### src/rtl/mouse_pkg.sv
package mouse_pkg;
  localparam int FRAME_W = 32;
  localparam int MAG_W   = 7;

  typedef enum logic [1:0] {
    SENS_LOW  = 2'b00,
    SENS_MED  = 2'b01,
    SENS_HIGH = 2'b10
  } sens_e;

  function automatic sens_e sens_next(input sens_e cur);
    case (cur)
      SENS_LOW:  sens_next = SENS_MED;
      SENS_MED:  sens_next = SENS_HIGH;
      default:   sens_next = SENS_LOW;
    endcase
  endfunction
endpackage

### src/rtl/mr_sync.sv
module mr_sync #(
  parameter int W = 2,
  parameter int STAGES = 2,
  parameter logic [W-1:0] RST_VAL = '0
) (
  input  logic         clk,
  input  logic         rst_n,
  input  logic [W-1:0] async_in,
  output logic [W-1:0] sync_out
);
  logic [W-1:0] stage_q [STAGES];

  always_ff @(posedge clk) begin
    if (!rst_n) stage_q[0] <= RST_VAL;
    else        stage_q[0] <= async_in;
  end

  for (genvar i = 1; i < STAGES; i++) begin : g_stage
    always_ff @(posedge clk) begin
      if (!rst_n) stage_q[i] <= RST_VAL;
      else        stage_q[i] <= stage_q[i-1];
    end
  end

  assign sync_out = stage_q[STAGES-1];
endmodule

### src/rtl/mr_axis_acc.sv
module mr_axis_acc #(
  parameter int DW = 8,
  parameter int MW = 7
) (
  input  logic                 clk,
  input  logic                 rst_n,
  input  logic                 beat,
  input  logic signed [DW-1:0] delta,
  input  logic                 snap,
  output logic [MW-1:0]        mag,
  output logic                 dir,
  output logic [MW:0]          acc_o
);
  localparam int AW = MW + 1;
  localparam int SW = ((DW > AW) ? DW : AW) + 1;
  localparam logic signed [SW-1:0] POS_LIM = SW'((1 << MW) - 1);
  localparam logic signed [SW-1:0] NEG_LIM = -POS_LIM;

  logic signed [AW-1:0] acc_q;
  logic                 dir_q;
  logic signed [SW-1:0] acc_ext, d_ext, base, sum;
  logic signed [AW-1:0] sum_sat, neg_acc;
  logic                 dir_now;

  always_comb begin
    acc_ext = {{(SW-AW){acc_q[AW-1]}}, acc_q};
    d_ext   = beat ? {{(SW-DW){delta[DW-1]}}, delta} : '0;
    base    = snap ? '0 : acc_ext;
    sum     = base + d_ext;
    if (sum > POS_LIM)      sum_sat = POS_LIM[AW-1:0];
    else if (sum < NEG_LIM) sum_sat = NEG_LIM[AW-1:0];
    else                    sum_sat = sum[AW-1:0];
    neg_acc = -acc_q;
    mag     = acc_q[AW-1] ? neg_acc[MW-1:0] : acc_q[MW-1:0];
    dir_now = (acc_q != '0) ? ~acc_q[AW-1] : dir_q;
    dir     = dir_now;
  end

  always_ff @(posedge clk) begin
    if (!rst_n) begin
      acc_q <= '0;
      dir_q <= 1'b0;
    end else begin
      acc_q <= sum_sat;
      if (snap) dir_q <= dir_now;
    end
  end

  assign acc_o = acc_q;
endmodule

### src/rtl/mr_step_detect.sv
module mr_step_detect
  import mouse_pkg::*;
#(
  parameter int SHORT_MAX   = 300,
  parameter int STEP_PULSES = 31
) (
  input  logic  clk,
  input  logic  rst_n,
  input  logic  lat_lvl,
  input  logic  lat_rise,
  input  logic  lat_fall,
  input  logic  clk_fall,
  output sens_e sens
);
  localparam int LW = $clog2(SHORT_MAX + 2);
  localparam int CW = $clog2(STEP_PULSES + 1);
  localparam logic [LW-1:0] LEN_CAP = LW'(SHORT_MAX + 1);
  localparam logic [LW-1:0] LEN_OK  = LW'(SHORT_MAX);
  localparam logic [CW-1:0] CNT_END = CW'(STEP_PULSES - 1);

  logic [LW-1:0] len_q;
  logic [CW-1:0] cnt_q;
  logic          seen_q;
  sens_e         sens_q;
  logic          pulse_ok;

  assign pulse_ok = seen_q && (len_q <= LEN_OK);

  always_ff @(posedge clk) begin
    if (!rst_n) begin
      len_q  <= '0;
      cnt_q  <= '0;
      seen_q <= 1'b0;
      sens_q <= SENS_LOW;
    end else begin
      if (lat_rise) begin
        len_q  <= '0;
        seen_q <= 1'b0;
      end else if (lat_lvl) begin
        if (len_q != LEN_CAP) len_q <= len_q + 1'b1;
        if (clk_fall)         seen_q <= 1'b1;
      end
      if (lat_fall) begin
        if (pulse_ok) begin
          if (cnt_q == CNT_END) begin
            cnt_q  <= '0;
            sens_q <= sens_next(sens_q);
          end else begin
            cnt_q <= cnt_q + 1'b1;
          end
        end else begin
          cnt_q <= '0;
        end
      end
    end
  end

  assign sens = sens_q;
endmodule

### src/rtl/mr_shifter.sv
module mr_shifter #(
  parameter int FW = 32
) (
  input  logic          clk,
  input  logic          rst_n,
  input  logic          load,
  input  logic [FW-1:0] frame,
  input  logic          shift,
  output logic          line_n
);
  logic [FW-1:0] sr_q;

  always_ff @(posedge clk) begin
    if (!rst_n)     sr_q <= '0;
    else if (load)  sr_q <= frame;
    else if (shift) sr_q <= {sr_q[FW-2:0], 1'b0};
  end

  assign line_n = ~sr_q[FW-1];
endmodule

### src/rtl/mouse_responder.sv
module mouse_responder
  import mouse_pkg::*;
#(
  parameter int DELTA_W     = 8,
  parameter int SHORT_MAX   = 300,
  parameter int STEP_PULSES = 31
) (
  input  logic               clk,
  input  logic               rst_n,
  input  logic               latch_in,
  input  logic               sclk_in,
  input  logic               motion_valid,
  output logic               motion_ready,
  input  logic [DELTA_W-1:0] dx_in,
  input  logic [DELTA_W-1:0] dy_in,
  input  logic               btn_left,
  input  logic               btn_right,
  output logic               data_n,
  output logic [1:0]         sens_mode
);
  localparam int P_LEFT  = FRAME_W - 9;
  localparam int P_RIGHT = FRAME_W - 10;
  localparam int P_SHI   = FRAME_W - 11;
  localparam int P_SMED  = FRAME_W - 12;
  localparam int P_ID    = FRAME_W - 16;
  localparam int P_YDIR  = FRAME_W - 17;
  localparam int P_YMAG  = FRAME_W - 18;
  localparam int P_XDIR  = FRAME_W - 25;
  localparam int P_XMAG  = FRAME_W - 26;

  logic [1:0] sync_w;
  logic       lat_s, sck_s, lat_d, sck_d;
  logic       lat_rise, lat_fall, sck_fall, sck_rise, shift_en;
  logic       ready_q, beat;
  logic [MAG_W-1:0] x_mag, y_mag;
  logic             x_dir, y_dir;
  logic [MAG_W:0]   acc_x, acc_y;
  logic [FRAME_W-1:0] frame;
  sens_e sens;

  mr_sync #(.W(2), .STAGES(2), .RST_VAL(2'b01)) u_sync (
    .clk(clk), .rst_n(rst_n),
    .async_in({latch_in, sclk_in}),
    .sync_out(sync_w)
  );
  assign lat_s = sync_w[1];
  assign sck_s = sync_w[0];

  always_ff @(posedge clk) begin
    if (!rst_n) begin
      lat_d   <= 1'b0;
      sck_d   <= 1'b1;
      ready_q <= 1'b0;
    end else begin
      lat_d   <= lat_s;
      sck_d   <= sck_s;
      ready_q <= 1'b1;
    end
  end

  assign lat_rise = lat_s & ~lat_d;
  assign lat_fall = ~lat_s & lat_d;
  assign sck_fall = ~sck_s & sck_d;
  assign sck_rise = sck_s & ~sck_d;
  assign shift_en = sck_rise & ~lat_s & ~lat_d;

  assign motion_ready = ready_q;
  assign beat = motion_valid & ready_q;

  mr_axis_acc #(.DW(DELTA_W), .MW(MAG_W)) u_acc_x (
    .clk(clk), .rst_n(rst_n), .beat(beat), .delta(dx_in), .snap(lat_rise),
    .mag(x_mag), .dir(x_dir), .acc_o(acc_x)
  );

  mr_axis_acc #(.DW(DELTA_W), .MW(MAG_W)) u_acc_y (
    .clk(clk), .rst_n(rst_n), .beat(beat), .delta(dy_in), .snap(lat_rise),
    .mag(y_mag), .dir(y_dir), .acc_o(acc_y)
  );

  mr_step_detect #(.SHORT_MAX(SHORT_MAX), .STEP_PULSES(STEP_PULSES)) u_step (
    .clk(clk), .rst_n(rst_n), .lat_lvl(lat_s), .lat_rise(lat_rise),
    .lat_fall(lat_fall), .clk_fall(sck_fall), .sens(sens)
  );

  always_comb begin
    frame = '0;
    frame[P_LEFT]  = btn_left;
    frame[P_RIGHT] = btn_right;
    frame[P_SHI]   = (sens == SENS_HIGH);
    frame[P_SMED]  = (sens == SENS_MED);
    frame[P_ID]    = 1'b1;
    frame[P_YDIR]  = y_dir;
    frame[P_YMAG -: MAG_W] = y_mag;
    frame[P_XDIR]  = x_dir;
    frame[P_XMAG -: MAG_W] = x_mag;
  end

  mr_shifter #(.FW(FRAME_W)) u_shift (
    .clk(clk), .rst_n(rst_n), .load(lat_rise), .frame(frame),
    .shift(shift_en), .line_n(data_n)
  );

  assign sens_mode = sens;
endmodule

### config.mk
export PLATFORM = sky130hd
export DESIGN_NAME = mouse_responder
export DESIGN_NICKNAME = d
export VERILOG_FILES = /design/src/rtl/mouse_pkg.sv /design/src/rtl/mr_sync.sv /design/src/rtl/mr_axis_acc.sv /design/src/rtl/mr_step_detect.sv /design/src/rtl/mr_shifter.sv /design/src/rtl/mouse_responder.sv
export SDC_FILE = /design/constraint.sdc
export NUM_CORES = 1
export LEC_CHECK = 0
export ABC_AREA = 1
export BUFFER_PORTS_ARGS = -buffer_cell sky130_fd_sc_hd__buf_4
export CORE_MARGIN = 4
export CORE_UTILIZATION = 55
export CTS_CLUSTER_DIAMETER = 150
export DETAILED_ROUTE_END_ITERATION = 8
export PLACE_DENSITY = 0.76
export SYNTH_ARGS = -nofsm -noshare
export SYNTH_HDL_FRONTEND = slang
export SYNTH_SLANG_ARGS = --single-unit
### constraint.sdc
create_clock -name clk -period 2.6 [get_ports clk]
set_input_delay 0.13 -clock clk [delete_from_list [all_inputs] [get_ports clk]]
set_output_delay 0.13 -clock clk [all_outputs]
set_load 0.01 [all_outputs]
## After elaboration in Yosys (flattened, before gate mapping)

Memories as Yosys holds them, arrays and structs flattened.
Index checks and enable logic that the tools add are counted.

- Bits in registers: 70
- Input port bits: 23
- RAM bits: 4
- Logic and storage cells: 80
- Memories kept: 1

Memories:

| memory | words | width | rd ports | clocked after memory_dff | wr ports | line | RTL |
|---|---|---|---|---|---|---|---|
| u_sync.stage_q | 2 | 2 | 2 | 0 | 2 | mr_sync.sv:11 | `logic [W-1:0] stage_q [STAGES];` |

- $add $sub $neg: 6
- Eq/ne operators: 4
- Magnitude comparators: 5
- Reduce and logical (&&, ||, !) cells: 11
- Bitwise logic cells: 17
- Multiplexer cells: 21

Operators with widths:

| operator | number |
|---|---|
| $mux W24 | 2 |
| $mux W9 | 4 |
| $mux W7 | 4 |
| $add A9 B9 Y9 | 2 |
| $gt A9 B8 Y1 const B | 2 |
| $lt A9 B8 Y1 const B | 2 |
| $mux W8 | 2 |
| $reduce_bool A8 Y1 | 2 |
| $neg A7 Y7 | 2 |
| $mux W5 | 2 |
| $add A9 B1 Y9 const B | 1 |
| $le A9 B9 Y1 const B | 1 |
| $ne A9 B9 Y1 const B | 1 |
| $not A1 Y1 | 8 |
| $and A1 B1 Y1 | 7 |
| $reduce_or A2 Y1 | 3 |
| $add A5 B1 Y5 const B | 1 |
| $eq A5 B5 Y1 const B | 1 |
| $mux W1 | 4 |
| $mux W2 | 2 |
| $pmux W2 S2 | 1 |
| $reduce_and A2 Y1 | 2 |
| $reduce_and A3 Y1 | 1 |
| $eq A2 B1 Y1 const B | 1 |
| 5 further kinds | 6 |

## Logic depth before layout (Yosys ltp)

- Depth in word-level cells: 7
- Gate-level depth with buffers: 19
- Depth with buffers taken out: 17

## Hierarchy

From an unflattened synthesis, not the netlist that was laid out.

- Cells, all modules: 744
- Area total of the unflattened synthesis: 4764.6 um^2

Modules (own cells, without submodules):

| module | times used | seq. area each (um^2) | area each (um^2) | cells each |
|---|---|---|---|---|
| mr_axis_acc | 2 | 180.2 | 999.7 | 162 |
| mr_shifter | 1 | 640.6 | 1562.7 | 242 |
| mr_step_detect | 1 | 340.3 | 953.4 | 142 |
| mouse_responder | 1 | 60.1 | 138.9 | 24 |
| mr_sync | 1 | 80.1 | 110.1 | 12 |

## Worst setup path after synthesis

OpenSTA, ideal clock, no wires.

- Path kind: flip-flop to flip-flop
- From: memory u_sync.stage_q[1][1]
- To: register u_acc_y.acc_q[2], in the netlist u_acc_y.acc_o[2]
- Cell stages (with the launch flop): 16
- Path buffers: 2
- Required time: 2.484 ns
- Library setup time: 0.116 ns
- Path slack: 0.035 ns
- Data arrival time: 2.448 ns
- Cells stage by stage: dfxtp_1 > nand2_1 > inv_2 > buf_2 > buf_2 > nor2_1 > ha_1 > fa_1 > nand3_1 > nand2_1 > nand2_1 > nand2_1 > o21ai_0 > nand2_1 > nand3_1 > nand2_1

RTL lines:

| what | line | RTL |
|---|---|---|
| start: declaration | mr_sync.sv:11 |  |
| end signal: assignment | mr_axis_acc.sv:44 | `acc_q <= sum_sat;` |
| end: declaration | mr_axis_acc.sv:19 | `logic signed [AW-1:0] acc_q;` |

## Worst setup path after layout

- From: register lat_d
- To: register u_acc_y.acc_q[6], in the netlist u_acc_y.acc_o[6]

- Longest elaborated chain between the ends: 7

Ends and longest elaborated chain:

| what | line | RTL |
|---|---|---|
| start: declaration | mouse_responder.sv:32 | `logic lat_s, sck_s, lat_d, sck_d;` |
| start signal: assignment | mouse_responder.sv:55 | `lat_d <= lat_s;` |
| $not A1 Y1 (*) | mouse_responder.sv:61 | `assign lat_rise = lat_s & ~lat_d;` |
| $and A1 B1 Y1 (*) | mouse_responder.sv:61 |  |
| $mux W9 (*) | mr_axis_acc.sv:28 | `base = snap ? '0 : acc_ext;` |
| $add A9 B9 Y9 (*) | mr_axis_acc.sv:29 | `sum = base + d_ext;` |
| $lt A9 B8 Y1 | mr_axis_acc.sv:31 | `else if (sum < NEG_LIM) sum_sat = NEG_LIM[AW-1:0];` |
| $mux W8 | mr_axis_acc.sv:31 |  |
| $mux W7 (*) | mr_axis_acc.sv:30 | `if (sum > POS_LIM) sum_sat = POS_LIM[AW-1:0];` |

Every way passes the cells marked *; elsewhere a longest branch is shown, timed or not.
A chain may end at the register's enable or synchronous reset.

==> out/results.txt <==
Flop pwr share -> 46.7%
Adder-cell share of the synthesized area -> 7.71%
Clk network pwr share -> 30.7%
Top post-synthesis cells by area -> dfxtp_1, nand2_1, inv_1, nor2_1, ha_1
Setup-failing EPs final -> 0
Die area -> 9200 um^2
Dpl cell area -> 4570 um^2
Std cell rows -> 31
Register area share after synthesis -> 34.8%
R2r worst-path depth -> 14
First-pass GRT wire length -> 15.8 mm
Share of synthesized area spent on multiplexers -> 0%
FF-to-FF End -> u_acc_y.acc_o[6]$_SDFF_PN0_
Total track usage -> 21.4%
Dominant register cell in the synthesized netlist -> dfxtp_1
Comb power frac -> 22.5%
Slew Viols, Final -> 0
Synth cell count leaders -> nand2_1, inv_1, nor2_1, dfxtp_1, nand3_1
Reg-to-reg slack, setup -> 0.23 ns
Synth cell types -> 36
Top Metal Used -> met4
Maximum VDD drop -> 250 uV
Sw power -> 798 uW
Critical Path Source Type -> flip-flop
Synthesized area per cell -> 6.44 um^2
Final hold violations -> 0
Yosys top cell by area -> dfxtp_1
1st-iter DRT viols -> 185
Simple-gate share of the synthesized area -> 33.8%
Setup TNS -> 0 ns
Main combinational cell family by area after synthesis -> simple AND/OR/NAND/NOR gates
Mapped cell area -> 4250 um^2
CP Max Fanout -> 10
CTS root buffer -> clkbuf_8
Max-Cap Viols -> 0
Pin slew with the least headroom to its limit -> 0.851 ns
Crit path launch -> lat_d$_SDFF_PN0_
Largest net degree at the start of global routing -> 31
Met2 wire length -> 4.47 mm
Layout cell share with drive strength beyond 1 -> 9.22%
CORE AREA -> 7370 um^2
Register bit total from synthesis -> 74
Setup crit end -> u_acc_y.acc_o[6]$_SDFF_PN0_
Pwr dens -> 553 nW/um^2
Worst skew pair latency -> 0.35 ns
Die W -> 95.9 um
Initial antenna violation count -> 0
# clock sinks -> 74
Complex-gate fraction of the synthesized area -> 11.8%
P&R area growth vs syn -> 12.3%
DRT Wirelength -> 9.17 mm
Via count -> 3,995
Slew HR -> 43.2%
Final Wtd Congestion -> 0.854
Buffers on Ports -> 26
Final critical-path share of the clock period -> 91.2%
Peak Freq -> 422 MHz
Avg WL per Cell -> 11.6 um
XOR/XNOR Fraction of Synth Area -> 0.824%
Reg clk slew, reported paths -> 0.07 ns
DP HPWL -> 6.96 mm
Setup CP Type -> reg2reg
Final ANT Viol Nets -> 0
Hold WC Path Type -> in2reg
Number of flops mapped to enable cells by yosys -> 0
CTS tree -> built
Mapped Nets -> 708
Critical path capture point type -> flip-flop
Status -> finished clean
Grt ovf -> 0
H-tree depth -> 3
P_leak -> 2.30 nW
Post-synth top area share -> 34.8%
Asr flop ratio synth -> 0%
Fin area -> 4770 um^2
Vias in the first global route -> 3,682
Via density -> 5.04
Ports -> 27
Leading cell type by number of instances after synthesis -> nand2_1
Switching part of the total power -> 30.2%
Drt pass-1 iters -> 5
Post-synthesis cell count -> 660
DRC Markers -> 0
WP data required -> 2.84 ns
CTS Buf Count -> 9
Critical R2R Launch -> lat_d$_SDFF_PN0_
Arrival time at the worst endpoint -> 2.61 ns
Yosys warnings -> 0
Final min period -> 2.37 ns
Antenna diodes -> 0
Post-Route M1 WL -> 4.28 mm
Final-stage net count -> 740
Initial Util -> 57.7%
P_int -> 1.84 mW
Chip height -> 95.9 um
Metal3 WL -> 271 um
Setup repair bufs after CTS -> 0
Max clock buf depth -> 2
Worst Skew -> 0.00933 ns
==> layout make-up <==
class / count / area, um^2
fillers: 706 / 2600
multi-input cells: 463 / 2310
flip-flops and latches: 74 / 1480
inverters: 107 / 404
repair buffers: 37 / 283
clock buffers: 10 / 128
well taps: 99 / 124
clock inverters: 3 / 43.8
==> per-stage QoR <==
stage | util (%) | hold slack, ns | cells | setup WS, ns | total power, mW
CTS | 64.6 | 0.0433 | 793 | 0.0933 | 2.66
global placement | 62.0 | 0.312 | 778 | 0.176 | 1.83
floorplan | - | 0.158 | 660 | 0.0353 | 1.69
finish | 64.8 | 0.0582 | 793 | 0.230 | 2.64
global route | 64.8 | 0.0505 | 793 | -0.0118 | 2.81
detailed placement | 62.0 | 0.319 | 778 | 0.109 | 1.84
==> layer usage <==
layer,up-vias,GRT usage (%)
met1,1767,27.1
met4,0,8.29
met3,11,3.13
li1,2147,-
met2,70,36.7
met5,-,0
==> kinds of logic (layout without fill, tap and decap cells) <==
family	after synthesis	count (layout)
fa+ha+maj	25	25
buf+inv	123	157
simple gates	347	347
xor+xnor	4	4
flops	74	74
compound gates	87	87
==> critical path, cell delays in order (launching register included) <==
cell and delay [ns]:
dfxtp_1 0.30, inv_1 0.09, nand2_1 0.11, inv_4 0.12, nor2_1 0.05, ha_1 0.22, fa_1 0.44, nand3_1 0.12
nand2_1 0.08, nand2_1 0.06, nand2_1 0.04, o21ai_1 0.25, nand2_1 0.21, nand3_1 0.13, nand2_1 0.05
==> sequential cells by signal, summed over array words and instances, names as in the netlist, 2 cells and up <==
name and count:
u_shift.sr_q 32, u_acc_x.acc_o 8, u_step.sens 2, u_step.len_q 9
u_acc_y.acc_o 8, u_sync.stage_q 4, u_step.cnt_q 5
==> power by group through the flow <==
stage	logic, mW	registers [mW]	clock network (mW)
final	0.595	1.23	0.812
after global routing	0.684	1.24	0.883
after CTS	0.590	1.23	0.833
after detailed placement	0.581	1.26	0
after global placement	0.571	1.26	0
after floorplan	0.441	1.25	0
==> cells in the final DEF (no fill, tap or decap), types with 9 or more instances in the layout <==
cell type	instances
ha_1	23
clkbuf_8	9
inv_1	103
nand2_1	168
buf_4	35
nand3_1	54
dfxtp_1	74
a31oi_1	12
nor2_1	96
o21ai_0	27
a21oi_1	31
==> worst min-delay path by stage <==
| stage | cells past startpoint | endpoint | from |
|---|---|---|---|
| finish | 3 | u_shift.sr_q[22]$_SDFFE_PN0P_ | btn_right |
| global route | 3 | u_shift.sr_q[23]$_SDFFE_PN0P_ | btn_left |
| CTS | 3 | u_shift.sr_q[22]$_SDFFE_PN0P_ | btn_right |
| detailed placement | 3 | u_sync.stage_q[0][1]$_SDFF_PN0_ | latch_in |
| global placement | 3 | u_sync.stage_q[0][1]$_SDFF_PN0_ | latch_in |
| floorplan | 0 | motion_ready$_DFF_P_ | rst_n |
==> repair_timing <==
action / CTS / global route
hold buffers: 2 / 0
resized for setup: 0 / 5
endpoints found under the hold margin: 2 / 0
setup endpoints to repair: 0 / 14
Power figures use the tool's default switching activity.
